### config.mk
export PLATFORM = sky130hd
export DESIGN_NAME = sqt_bank
export DESIGN_NICKNAME = d
export VERILOG_FILES = /design/src/rtl/sqt_pkg.sv /design/src/rtl/sqt_prescaler.sv /design/src/rtl/sqt_tone_chan.sv /design/src/rtl/sqt_mixer.sv /design/src/rtl/sqt_bank.sv
export SDC_FILE = /design/constraint.sdc
export NUM_CORES = 1
export LEC_CHECK = 0
export ABC_AREA = 0
export BUFFER_PORTS_ARGS = -buffer_cell sky130_fd_sc_hd__buf_2
export CORE_MARGIN = 2
export CORE_UTILIZATION = 55
export DETAILED_ROUTE_END_ITERATION = 12
export GPL_ROUTABILITY_DRIVEN = 0
export HOLD_SLACK_MARGIN = 0.05
export PLACE_DENSITY = 0.75
export SYNTH_ARGS = -nofsm -noshare
export SYNTH_HDL_FRONTEND = slang
export SYNTH_SLANG_ARGS = --single-unit
export TNS_END_PERCENT = 20
### constraint.sdc
create_clock -name clk -period 7.95 [get_ports clk]
set_input_delay 1.59 -clock clk [delete_from_list [all_inputs] [get_ports clk]]
set_output_delay 1.59 -clock clk [all_outputs]
set_load 0.05 [all_outputs]
### src/rtl/sqt_pkg.sv
package sqt_pkg;

    localparam int AMP_W  = 13;
    localparam int ATTN_W = 4;

    // 2 dB per code step starting at 0x7FFF/4, truncated; last code is silent
    function automatic logic [AMP_W-1:0] amp_lookup(input logic [ATTN_W-1:0] code);
        logic [AMP_W-1:0] a;
        unique case (code)
            4'd0:    a = 13'd8191;
            4'd1:    a = 13'd6506;
            4'd2:    a = 13'd5168;
            4'd3:    a = 13'd4105;
            4'd4:    a = 13'd3260;
            4'd5:    a = 13'd2590;
            4'd6:    a = 13'd2057;
            4'd7:    a = 13'd1634;
            4'd8:    a = 13'd1298;
            4'd9:    a = 13'd1031;
            4'd10:   a = 13'd819;
            4'd11:   a = 13'd650;
            4'd12:   a = 13'd516;
            4'd13:   a = 13'd410;
            4'd14:   a = 13'd326;
            default: a = 13'd0;
        endcase
        return a;
    endfunction

endpackage

### src/rtl/sqt_prescaler.sv
module sqt_prescaler #(
    parameter int PRESCALE = 8
) (
    input  logic clk,
    input  logic rst,
    output logic tick_o
);
    localparam int CW = (PRESCALE > 1) ? $clog2(PRESCALE) : 1;
    localparam logic [CW-1:0] RELOAD = CW'(PRESCALE - 1);

    typedef struct packed {
        logic [CW-1:0] cnt;
    } pre_t;

    pre_t s_d, s_q;

    always_comb begin
        s_d = s_q;
        if (s_q.cnt == '0) s_d.cnt = RELOAD;
        else               s_d.cnt = s_q.cnt - 1'b1;
    end

    always_ff @(posedge clk) begin
        if (rst) s_q.cnt <= RELOAD;
        else     s_q     <= s_d;
    end

    assign tick_o = (s_q.cnt == '0);

endmodule

### src/rtl/sqt_tone_chan.sv
module sqt_tone_chan #(
    parameter int PERIOD_W    = 10,
    parameter int ZERO_IS_MAX = 1
) (
    input  logic                clk,
    input  logic                rst,
    input  logic                tick_i,
    input  logic [PERIOD_W-1:0] period_i,
    output logic                tone_o,
    output logic                tone_nxt_o
);
    localparam int CNT_W = PERIOD_W + 1;

    typedef struct packed {
        logic [CNT_W-1:0] count;
        logic             tone;
    } chan_t;

    chan_t            s_d, s_q;
    logic [CNT_W-1:0] zero_val;
    logic [CNT_W-1:0] reload;

    generate
        if (ZERO_IS_MAX != 0) begin : g_zero_max
            assign zero_val = CNT_W'(1) << PERIOD_W;
        end else begin : g_zero_fast
            assign zero_val = '0;
        end
    endgenerate

    assign reload = (period_i == '0) ? zero_val : CNT_W'(period_i);

    always_comb begin
        s_d = s_q;
        if (tick_i) begin
            if (s_q.count <= CNT_W'(1)) begin
                s_d.tone  = ~s_q.tone;
                s_d.count = reload;
            end else begin
                s_d.count = s_q.count - 1'b1;
            end
        end
    end

    always_ff @(posedge clk) begin
        if (rst) begin
            s_q.count <= '0;
            s_q.tone  <= 1'b0;
        end else begin
            s_q <= s_d;
        end
    end

    assign tone_o     = s_q.tone;
    assign tone_nxt_o = s_d.tone;

endmodule

### src/rtl/sqt_mixer.sv
module sqt_mixer
    import sqt_pkg::*;
#(
    parameter int NUM_TONE = 3,
    parameter int OUT_W    = 16,
    parameter int NEGATE   = 0
) (
    input  logic                                clk,
    input  logic                                rst,
    input  logic                                tick_i,
    input  logic [NUM_TONE-1:0]                 tone_nxt_i,
    input  logic                                noise_i,
    input  logic [NUM_TONE:0][ATTN_W-1:0]       attn_i,
    input  logic [2*(NUM_TONE+1)-1:0]           pan_i,
    output logic                                valid_o,
    output logic signed [OUT_W-1:0]             mix_o,
    output logic signed [OUT_W-1:0]             left_o,
    output logic signed [OUT_W-1:0]             right_o
);
    localparam int NUM_CH = NUM_TONE + 1;
    localparam int SUM_W  = AMP_W + $clog2(NUM_CH);

    typedef struct packed {
        logic                    valid;
        logic signed [OUT_W-1:0] mix;
        logic signed [OUT_W-1:0] left;
        logic signed [OUT_W-1:0] right;
    } mix_t;

    mix_t s_d, s_q;

    function automatic logic signed [OUT_W-1:0] shape(input logic [SUM_W-1:0] sum);
        logic signed [OUT_W-1:0] v;
        v = $signed(OUT_W'(sum));
        if (NEGATE != 0) v = -v;
        return v;
    endfunction

    logic [NUM_CH-1:0] ch_on;
    assign ch_on = {noise_i, tone_nxt_i};

    always_comb begin
        logic [SUM_W-1:0] sum_all;
        logic [SUM_W-1:0] sum_l;
        logic [SUM_W-1:0] sum_r;
        logic [AMP_W-1:0] amp;
        s_d     = s_q;
        s_d.valid = tick_i;
        sum_all = '0;
        sum_l   = '0;
        sum_r   = '0;
        for (int c = 0; c < NUM_CH; c++) begin
            amp = ch_on[c] ? amp_lookup(attn_i[c]) : '0;
            sum_all = sum_all + SUM_W'(amp);
            if (pan_i[NUM_CH + c]) sum_l = sum_l + SUM_W'(amp);
            if (pan_i[c])          sum_r = sum_r + SUM_W'(amp);
        end
        if (tick_i) begin
            s_d.mix   = shape(sum_all);
            s_d.left  = shape(sum_l);
            s_d.right = shape(sum_r);
        end
    end

    always_ff @(posedge clk) begin
        if (rst) begin
            s_q.valid <= 1'b0;
            s_q.mix   <= '0;
            s_q.left  <= '0;
            s_q.right <= '0;
        end else begin
            s_q <= s_d;
        end
    end

    assign valid_o = s_q.valid;
    assign mix_o   = s_q.mix;
    assign left_o  = s_q.left;
    assign right_o = s_q.right;

endmodule

### src/rtl/sqt_bank.sv
module sqt_bank
    import sqt_pkg::*;
#(
    parameter int PRESCALE    = 8,
    parameter int ZERO_IS_MAX = 1,
    parameter int NEGATE      = 0,
    parameter int NUM_TONE    = 3,
    parameter int PERIOD_W    = 10,
    parameter int OUT_W       = 16
) (
    input  logic                                clk,
    input  logic                                rst,
    input  logic [NUM_TONE-1:0][PERIOD_W-1:0]   period_i,
    input  logic [NUM_TONE:0][ATTN_W-1:0]       attn_i,
    input  logic                                noise_i,
    input  logic [2*(NUM_TONE+1)-1:0]           pan_i,
    output logic [NUM_TONE-1:0]                 tone_o,
    output logic                                sample_valid_o,
    output logic signed [OUT_W-1:0]             mix_o,
    output logic signed [OUT_W-1:0]             left_o,
    output logic signed [OUT_W-1:0]             right_o
);
    logic                tick;
    logic [NUM_TONE-1:0] tone_nxt;

    sqt_prescaler #(.PRESCALE(PRESCALE)) u_pre (
        .clk    (clk),
        .rst    (rst),
        .tick_o (tick)
    );

    generate
        for (genvar g = 0; g < NUM_TONE; g++) begin : g_chan
            sqt_tone_chan #(
                .PERIOD_W    (PERIOD_W),
                .ZERO_IS_MAX (ZERO_IS_MAX)
            ) u_chan (
                .clk        (clk),
                .rst        (rst),
                .tick_i     (tick),
                .period_i   (period_i[g]),
                .tone_o     (tone_o[g]),
                .tone_nxt_o (tone_nxt[g])
            );
        end
    endgenerate

    sqt_mixer #(
        .NUM_TONE (NUM_TONE),
        .OUT_W    (OUT_W),
        .NEGATE   (NEGATE)
    ) u_mix (
        .clk        (clk),
        .rst        (rst),
        .tick_i     (tick),
        .tone_nxt_i (tone_nxt),
        .noise_i    (noise_i),
        .attn_i     (attn_i),
        .pan_i      (pan_i),
        .valid_o    (sample_valid_o),
        .mix_o      (mix_o),
        .left_o     (left_o),
        .right_o    (right_o)
    );

endmodule

==> results of run 1 <==
[cell type report]
type / instances / area share
Tap cell: 275 / 0.0273
Multi-Input combinational cell: 1332 / 0.728
Sequential cell: 85 / 0.135
Clock inverter: 7 / 0.00606
Timing Repair Buffer: 119 / 0.0501
Clock buffer: 9 / 0.0179
Inverter: 120 / 0.0358
[logic make-up after synthesis]
logic type	Yosys count
xor+xnor	89
fa+ha+maj	162
other cells	1
flops	85
compound gates	465
mux	47
simple gates	566
buf+inv	195
[routing by layer]
layer	vias to the layer above	part of all wire
li1	5886	-
met1	5584	0.44
met2	414	0.45
met3	76	0.078
met4	0	0.037
met5	-	0
[timing repair]
action	4_1_cts	5_1_grt
hold buffers	0	0
endpoints found under the setup margin	0	4
hold endpoints to repair	0	0
resized for setup	0	3
[cells in the final DEF (no fill, tap or decap), types with 16 or more instances in the layout]
| cell | synthesis | layout |
|---|---|---|
| nand3_1 | 24 | 24 |
| xnor2_1 | 48 | 47 |
| nor2_1 | 178 | 177 |
| dfxtp_1 | 85 | 85 |
| fa_1 | 18 | 18 |
| o211ai_1 | 16 | 16 |
| o21ai_0 | 101 | 101 |
| inv_1 | 116 | 116 |
| buf_2 | 2 | 105 |
| a31oi_1 | 19 | 19 |
| ha_1 | 141 | 141 |
| mux2_2 | 24 | 24 |
| mux2i_1 | 22 | 21 |
| a211oi_1 | 35 | 35 |
| nand2_1 | 149 | 149 |
| and2_1 | 25 | 25 |
| nand2b_1 | 23 | 22 |
| a21oi_1 | 142 | 142 |
| a21o_1 | 30 | 30 |
| xor2_1 | 41 | 41 |
| nor3_1 | 70 | 69 |
[power groups by stage]
stage	combinational (W)	clock, W	sequential (W)
floorplan	0.000209	0	0.000444
global placement	0.000281	0	0.000441
detailed placement	0.000286	0	0.000442
CTS	0.000288	0.000445	0.000432
global route	0.000327	0.000460	0.000432
finish	0.000295	0.000437	0.000432
[final timing paths]
check / startpoint / endpoint / depth (start not counted)
max: attn_i[0] / u_mix.left_o[14] / 29
min: u_pre.s_q[0] / u_pre.s_q[0] / 1
max reg2reg: g_chan[1].u_chan.s_q[3] / u_mix.left_o[14] / 29
min reg2reg: u_pre.s_q[0] / u_pre.s_q[0] / 1
[metrics by stage]
step / instances / power [W]
after floorplan: 1612 / 0.000653
after global placement: 1931 / 0.000723
after detailed placement: 1931 / 0.000727
after CTS: 1947 / 0.00116
after global routing: 1947 / 0.00122
final: 1947 / 0.00116
[state kept, by name, summed over array words and instances, names as in the netlist]
name,count
g_chan.u_chan.s_q,33
g_chan.u_chan.tone_o,3
u_mix.left_o,15
u_mix.mix_o,15
u_mix.right_o,15
u_mix.valid_o,1
u_pre.s_q,3
==> summary.md, run 1 <==
| Metric | Value |
|---|---|
| Outcome | finished, final reports clean |
| Setup violations, final | 0 |
| Routed WL per cell | 17.2 um |
| Sequential share of the synthesized area | 0.147 |
| Share of the synthesized area in the top cell type | 0.152 |
| First-pass GRT wire length | 53,200 um |
| Area delta synth->final | 8.76% |
| Slowest cell on crit path | a2111oi_2 |
| Die height | 149 um |
| Fill count | 1,962 |
| Num CTS Buffers | 9 |
| PwrDens | 92.5 nW/um^2 |
| Syn_area_per_cell | 7.19 sq um |
| Starting Density | 0.556 |
| Clock power share | 0.375 |
| Share of total power in sequential cells | 0.371 |
| Mux cell area share after synthesis | 0.0436 |
| Initial antenna violation count | 1 |
| Synth Area in XOR/XNOR | 0.0674 |
| Post-synth top area cell | ha_1 |
| Post-place setup slack | 90.5 ps |
| Crit path largest cell delay | 390 ps |
| Area contributors post-synth | ha_1 (15%), dfxtp_1 (15%), a21oi_1 (6.1%), nor2_1 (5.8%), nand2_1 (4.8%) |
| Worst-path clk slew | 80 ps |
| Final instance area | 12,600 sq um |
| Port Buffers | 105 |
| Post-Route WL | 33,500 um |
| Internal cell power | 0.000758 W |
| Min Tclk post-route | 7510 ps |
| CTS tree | done |
| Clk sinks | 85 |
| Share of synthesized registers carrying an async set or reset | 0 |
| YS warnings | 0 |
| Max-Cap Viols | 0 |
| Met3 usage | 0.0606 |
| # DRC | 0 |
| RSZ-0062 raised after global routing | no |
| CTS root buf | clkbuf_16 |
| Cell count after synthesis | 1,610 |
| Hold slack final | 389 ps |
| Layout cell share with drive strength beyond 1 | 0.114 |
| Final period util | 0.944 |
| Crit start category | input port |
| Vias per std cell | 6.14 |
| Post-DP Area | 12,300 sq um |
| CTS Buffer Depth | 2 |
| Global Route met2 Usage | 0.471 |
| Nets | 1,883 |
| Post-synthesis cell type count | 79 |
| Largest net degree at the start of global routing | 71 |
| Synthesized flop and latch total | 85 |
| Post-synth EDFFs | 0 |
| Switching pwr | 0.000406 W |
| Logic pwr share | 0.254 |
| GRT Overall Usage | 0.299 |
| Initial DRC Count | 885 |
| HP Class | reg -> reg |
| Row count | 53 |
| Req. time, crit path | 8210 ps |
| Reg-to-reg slack, setup | 610 ps |
| Ys flop type | dfxtp_1 |
| Postcts setup bufs | 0 |
| Post-Synth Adder-Cell Area | 0.186 |
| Worst clock skew | 12.1 ps |
| Multi-input combinational cell area | 9160 sq um |
| Met1 Track Usage GR | 0.401 |
| # diodes | 0 |
| Core Util, Final | 0.604 |
| DIE AREA | 22,200 sq um |
| Max VDD drop | 0.000110 V |
| Worst skew pair latency | 360 ps |
| Hold Vio Cnt, Final | 0 |
| Largest family of logic cells by synthesized area | compound AO/OA/AOI/OAI gates |
| Min setup slack post-route | 442 ps |
| Final Slew Violations | 0 |
| Grt ovf | 0 |
| Core Region | 20,800 sq um |
| Critical Path Fanout Max | 7 |
| Cell Area, Synth | 11,600 sq um |
| HPWL after DPL | 26,100 um |
| Vias in the first global route | 10,700 |
| Compound-cell area share of the yosys netlist | 0.259 |
| Setup TNS | 0 ps |
| Post-synthesis simple-gate area fraction | 0.231 |
| Leak | 6.09 nW |
| Max_slew headroom | 0.187 |
| Global routing's busiest layer | met2 |
| WS Path Type | in -> reg |
| Seq. cell area | 1700 sq um |
| Count leader, synth | nor2_1 |
| CP bufs+invs | 2 |
| Post-route ant nets | 0 |
| Crit path max-delay family | compound AO/OA/AOI/OAI gates |
| Slew @ Worst Pin | 1200 ps |
| Commonest cells post-synth | nor2_1 (178), nand2_1 (149), a21oi_1 (142) |
| Total number of vias | 12,000 |
| Pre-antenna DRT Iters | 6 |
| Crit path DAT | 7770 ps |
| Critical Path Sink Type | register |
| Die X | 149 um |
| H-tree depth | 3 |
| FMAX | 0.133 GHz |
| Io pins | 109 |
| Sw frac | 0.349 |
No activity file was read; power rests on OpenSTA's default activity.
==> inputs of run 2 (changes only) <==
--- a/config.mk
+++ b/config.mk
@@ -5,9 +5,8 @@
 export SDC_FILE = /design/constraint.sdc
 export NUM_CORES = 1
 export LEC_CHECK = 0
-export ABC_AREA = 0
+export ABC_AREA = 1
 export BUFFER_PORTS_ARGS = -buffer_cell sky130_fd_sc_hd__buf_2
-export CORE_MARGIN = 2
 export CORE_UTILIZATION = 55
 export DETAILED_ROUTE_END_ITERATION = 12
 export GPL_ROUTABILITY_DRIVEN = 0
==> run 2 against run 1 <==
Compared with the run above: clock-buffer cell count grew 1; cell count rose by 17%; worst hold slack improved by 2.7 ps; area after synthesis is 1.7% higher; sequential cell count stayed put; non-clock buffer count down 5; via count increased by 6.8%; routed wire length increased by 2.1%; largest power group is now sequential cells.
==> summary.md, run 2 <==
| Metric | Value |
|---|---|
| Outcome | finished, final reports clean (unchanged) |
| Crit start category | input port (unchanged) |
| Core Region | 21,000 sq um (was 20,800 sq um) |
| Worst flop-to-flop path endpoint | u_mix.left_o[14] (unchanged) |
| Post-synth top area cell | ha_1 (unchanged) |
| Total number of vias | 12,800 (was 12,000) |
| CP Depth | 41 (was 29) |
| Nets | 2,207 (was 1,883) |
| Most frequent cells in the layout | nand2_1 (457), inv_1 (258), nor2_1 (177), o21ai_0 (165), a21oi_1 (145) (was nor2_1 (177), nand2_1 (149), a21oi_1 (142), ha_1 (141), inv_1 (116)) |
| Initial DRC Count | 1,165 (was 885) |
| Ys flop type | dfxtp_1 (unchanged) |
| Met3 wire len | 2140 um (was 2600 um) |
| Critical Path Fanout Max | 6 (was 7) |
| Post-route ant nets | 0 (unchanged) |
| Die height | 148 um (was 149 um) |
| Share of the synthesized area in the top cell type | 0.150 (was 0.152) |
| Wl on met1 | 14,500 um (was 14,700 um) |
| FMAX | 0.140 GHz (was 0.133 GHz) |
| Vias in the first global route | 12,000 (was 10,700) |
| Final period util | 0.898 (was 0.944) |
| Routed WL per cell | 15.1 um (was 17.2 um) |
| # DRC | 0 (unchanged) |
| Count leader, synth | nand2_1 (was nor2_1) |
| Largest family of logic cells by synthesized area | simple AND/OR/NAND/NOR gates (was compound AO/OA/AOI/OAI gates) |
| Mux cell area share after synthesis | 0 (was 0.0436) |
| CTS Hold Bufs | 0 (unchanged) |
| Row count | 53 (unchanged) |
| HP Class | reg -> reg (unchanged) |
| Layout cell share with drive strength beyond 1 | 0.103 (was 0.114) |
| Worst skew pair latency | 360 ps (about the same) |
| Initial antenna violation count | 0 (was 1) |
| DIE AREA | 22,000 sq um (was 22,200 sq um) |
| Slew @ Worst Pin | 1350 ps (was 1200 ps) |
| YS warnings | 0 (unchanged) |
| Min Tclk post-route | 7140 ps (was 7510 ps) |
| Setup crit end | u_mix.left_o[14] (unchanged) |
| Port Buffers | 105 (unchanged) |
| Cell count after synthesis | 1,918 (was 1,610) |
| Reg2Reg Depth | 36 (was 29) |
| Sequential share of the synthesized area | 0.145 (was 0.147) |
| Area contributors post-synth | ha_1 (15%), nand2_1 (15%), dfxtp_1 (14%), inv_1 (8.2%), o21ai_0 (7.0%) (was ha_1 (15%), dfxtp_1 (15%), a21oi_1 (6.1%), nor2_1 (5.8%), nand2_1 (4.8%)) |
| GRT Overall Usage | 0.318 (was 0.299) |
| R2r startpoint | g_chan[2].u_chan.s_q[3] (was g_chan[1].u_chan.s_q[3]) |
| Setup violations, final | 0 (unchanged) |
| First-pass GRT wire length | 56,100 um (was 53,200 um) |
| Largest net degree at the start of global routing | 58 (was 71) |
| Commonest cells post-synth | nand2_1 (457), inv_1 (258), nor2_1 (178) (was nor2_1 (178), nand2_1 (149), a21oi_1 (142)) |
| Vias per std cell | 5.62 (was 6.14) |
| Io pins | 109 (unchanged) |
| HPWL after DPL | 27,800 um (was 26,100 um) |
| CTS Buffer Depth | 2 (unchanged) |
| Top routing layer used | met4 (unchanged) |
| Hold Vio Cnt, Final | 0 (unchanged) |
| Pre-antenna DRT Iters | 6 (unchanged) |
| CTS tree | done (unchanged) |
| Num CTS Buffers | 9 (unchanged) |
| Min setup slack post-route | 814 ps (was 442 ps) |
| Post-place setup slack | 640 ps (was 90.5 ps) |
| RSZ-0062 raised after global routing | no (unchanged) |
| Post-synthesis cell type count | 59 (was 79) |
| Syn_area_per_cell | 6.13 sq um (was 7.19 sq um) |
| Max-Cap Viols | 0 (unchanged) |
| Post-Synth Adder-Cell Area | 0.181 (was 0.186) |
| Most common cell after layout, fill and taps aside | nand2_1 (was nor2_1) |
| Post-synth EDFFs | 0 (unchanged) |
| Clk sinks | 85 (unchanged) |
| Grt ovf | 0 (unchanged) |
| Synthesized flop and latch total | 85 (unchanged) |
| PwrDens | 91.9 nW/um^2 (was 92.5 nW/um^2) |
| Metal2 WL | 16,000 um (was 15,000 um) |
| H-tree depth | 3 (unchanged) |
| Final Slew Violations | 0 (unchanged) |
| WS Path Type | in -> reg (unchanged) |
| Req. time, crit path | 8210 ps (about the same) |
| Max_slew headroom | 0.0928 (was 0.187) |
| Layout Cells excl Fill | 2,272 (was 1,947) |
| Reg-to-reg slack, setup | 1530 ps (was 610 ps) |
| Post-Route WL | 34,200 um (was 33,500 um) |
| Total placed cells including tap cells | 2,255 (was 1,931) |
| Worst-path clk slew | 70 ps (was 80 ps) |
| Hold slack final | 391 ps (was 389 ps) |
| Max reg flops | 33 (unchanged) |
| Worst clock skew | 10.3 ps (was 12.1 ps) |
| Crit path largest cell delay | 380 ps (was 390 ps) |
| Crit path DAT | 7390 ps (was 7770 ps) |
| Most frequent CP cell | nand2_1 |
| CP bufs+invs | 7 (was 2) |
| Crit path from | attn_i[4] (was attn_i[0]) |
| Cell Area, Synth | 11,800 sq um (was 11,600 sq um) |
| Starting Density | 0.560 (was 0.556) |
| Die X | 148 um (was 149 um) |
| Leak | 6.87 nW (was 6.09 nW) |
| Area delta synth->final | 8.63% (was 8.76%) |
| Most flop-heavy register | g_chan.u_chan.s_q (unchanged) |
| Max VDD drop | 0.000100 V (was 0.000110 V) |
| Setup TNS | 0 ps (unchanged) |
| Cts repair resizes | 0 (unchanged) |
| Synth Area in XOR/XNOR | 0.0439 (was 0.0674) |
| CTS root buf | clkbuf_16 (unchanged) |
| Postcts setup bufs | 0 (unchanged) |
| Post-synthesis simple-gate area fraction | 0.323 (was 0.231) |
| Core Util, Final | 0.608 (was 0.604) |
| Share of synthesized registers carrying an async set or reset | 0 (unchanged) |
| Compound-cell area share of the yosys netlist | 0.200 (was 0.259) |
| Slowest cell on crit path | ha_1 (was a2111oi_2) |
| Critical Path Sink Type | register (unchanged) |
| Crit path max-delay family | simple AND/OR/NAND/NOR gates (was compound AO/OA/AOI/OAI gates) |
[run 2: how the worst min path moves through the flow]
stage,end,depth (start not counted),start,slack (ps)
2_1_floorplan,u_pre.s_q[0],1,u_pre.s_q[0],370
3_5_place_dp,u_pre.s_q[0],1,u_pre.s_q[0],380
3_3_place_gp,u_pre.s_q[0],1,u_pre.s_q[0],380
4_1_cts,u_pre.s_q[0],1,u_pre.s_q[0],390
6_report,u_pre.s_q[0],1,u_pre.s_q[0],390
5_1_grt,u_pre.s_q[0],1,u_pre.s_q[0],410
[run 2: cells by family (layout without fill, tap and decap cells)]
family                     after synthesis  after routing
AOI/OAI and AO/OA                      420            420
xor gates and xnor gates                59             59
adders and majority gates              159            159
buffers and inverters                  328            404
DFF                                     85             85
other                                    1              4
and+or+nand+nor                        866            866
[run 2: layout make-up]
| type | count | area, sq um |
|---|---|---|
| Antenna cell | 1 | 2.50 |
| Clock buffer | 10 | 239 |
| Clock inverter | 6 | 52.6 |
| Fill cell | 2066 | 8240 |
| Inverter | 274 | 1030 |
| Multi-Input combinational cell | 1507 | 8820 |
| Sequential cell | 85 | 1700 |
| Tap cell | 275 | 344 |
| Timing Repair Buffer | 114 | 593 |
[run 2: worst register-to-register path: cells and delay by family, from the launching register on]
family	cells	cell delay (ps)
flip-flops	1	340
XOR/XNOR	1	120
adder cells (fa/ha/maj)	3	1050
AND/OR/NAND/NOR	22	2980
AO/OA/AOI/OAI	4	890
buffers and inverters	6	950
[run 2: per-layer routing]
layer  track usage  vias up
met2         0.553      437
li1              -     6453
met4         0.149        0
met1         0.382     5777
met5             0        -
met3        0.0506      109
[run 2: power breakdown]
group          internal (W)  switching, W  total [W]
Combinational      0.000106      0.000214   0.000319
Sequential         0.000428    0.00000161   0.000430
Clock              0.000226      0.000200   0.000425
Total              0.000759      0.000415    0.00117
[run 2: through the flow]
| step | area [sq um] | total power, W |
|---|---|---|
| floorplan | 11800 | 0.000672 |
| global placement | 12500 | 0.000748 |
| detailed placement | 12500 | 0.000752 |
| CTS | 12800 | 0.00118 |
| global route | 12800 | 0.00124 |
| finish | 12800 | 0.00117 |
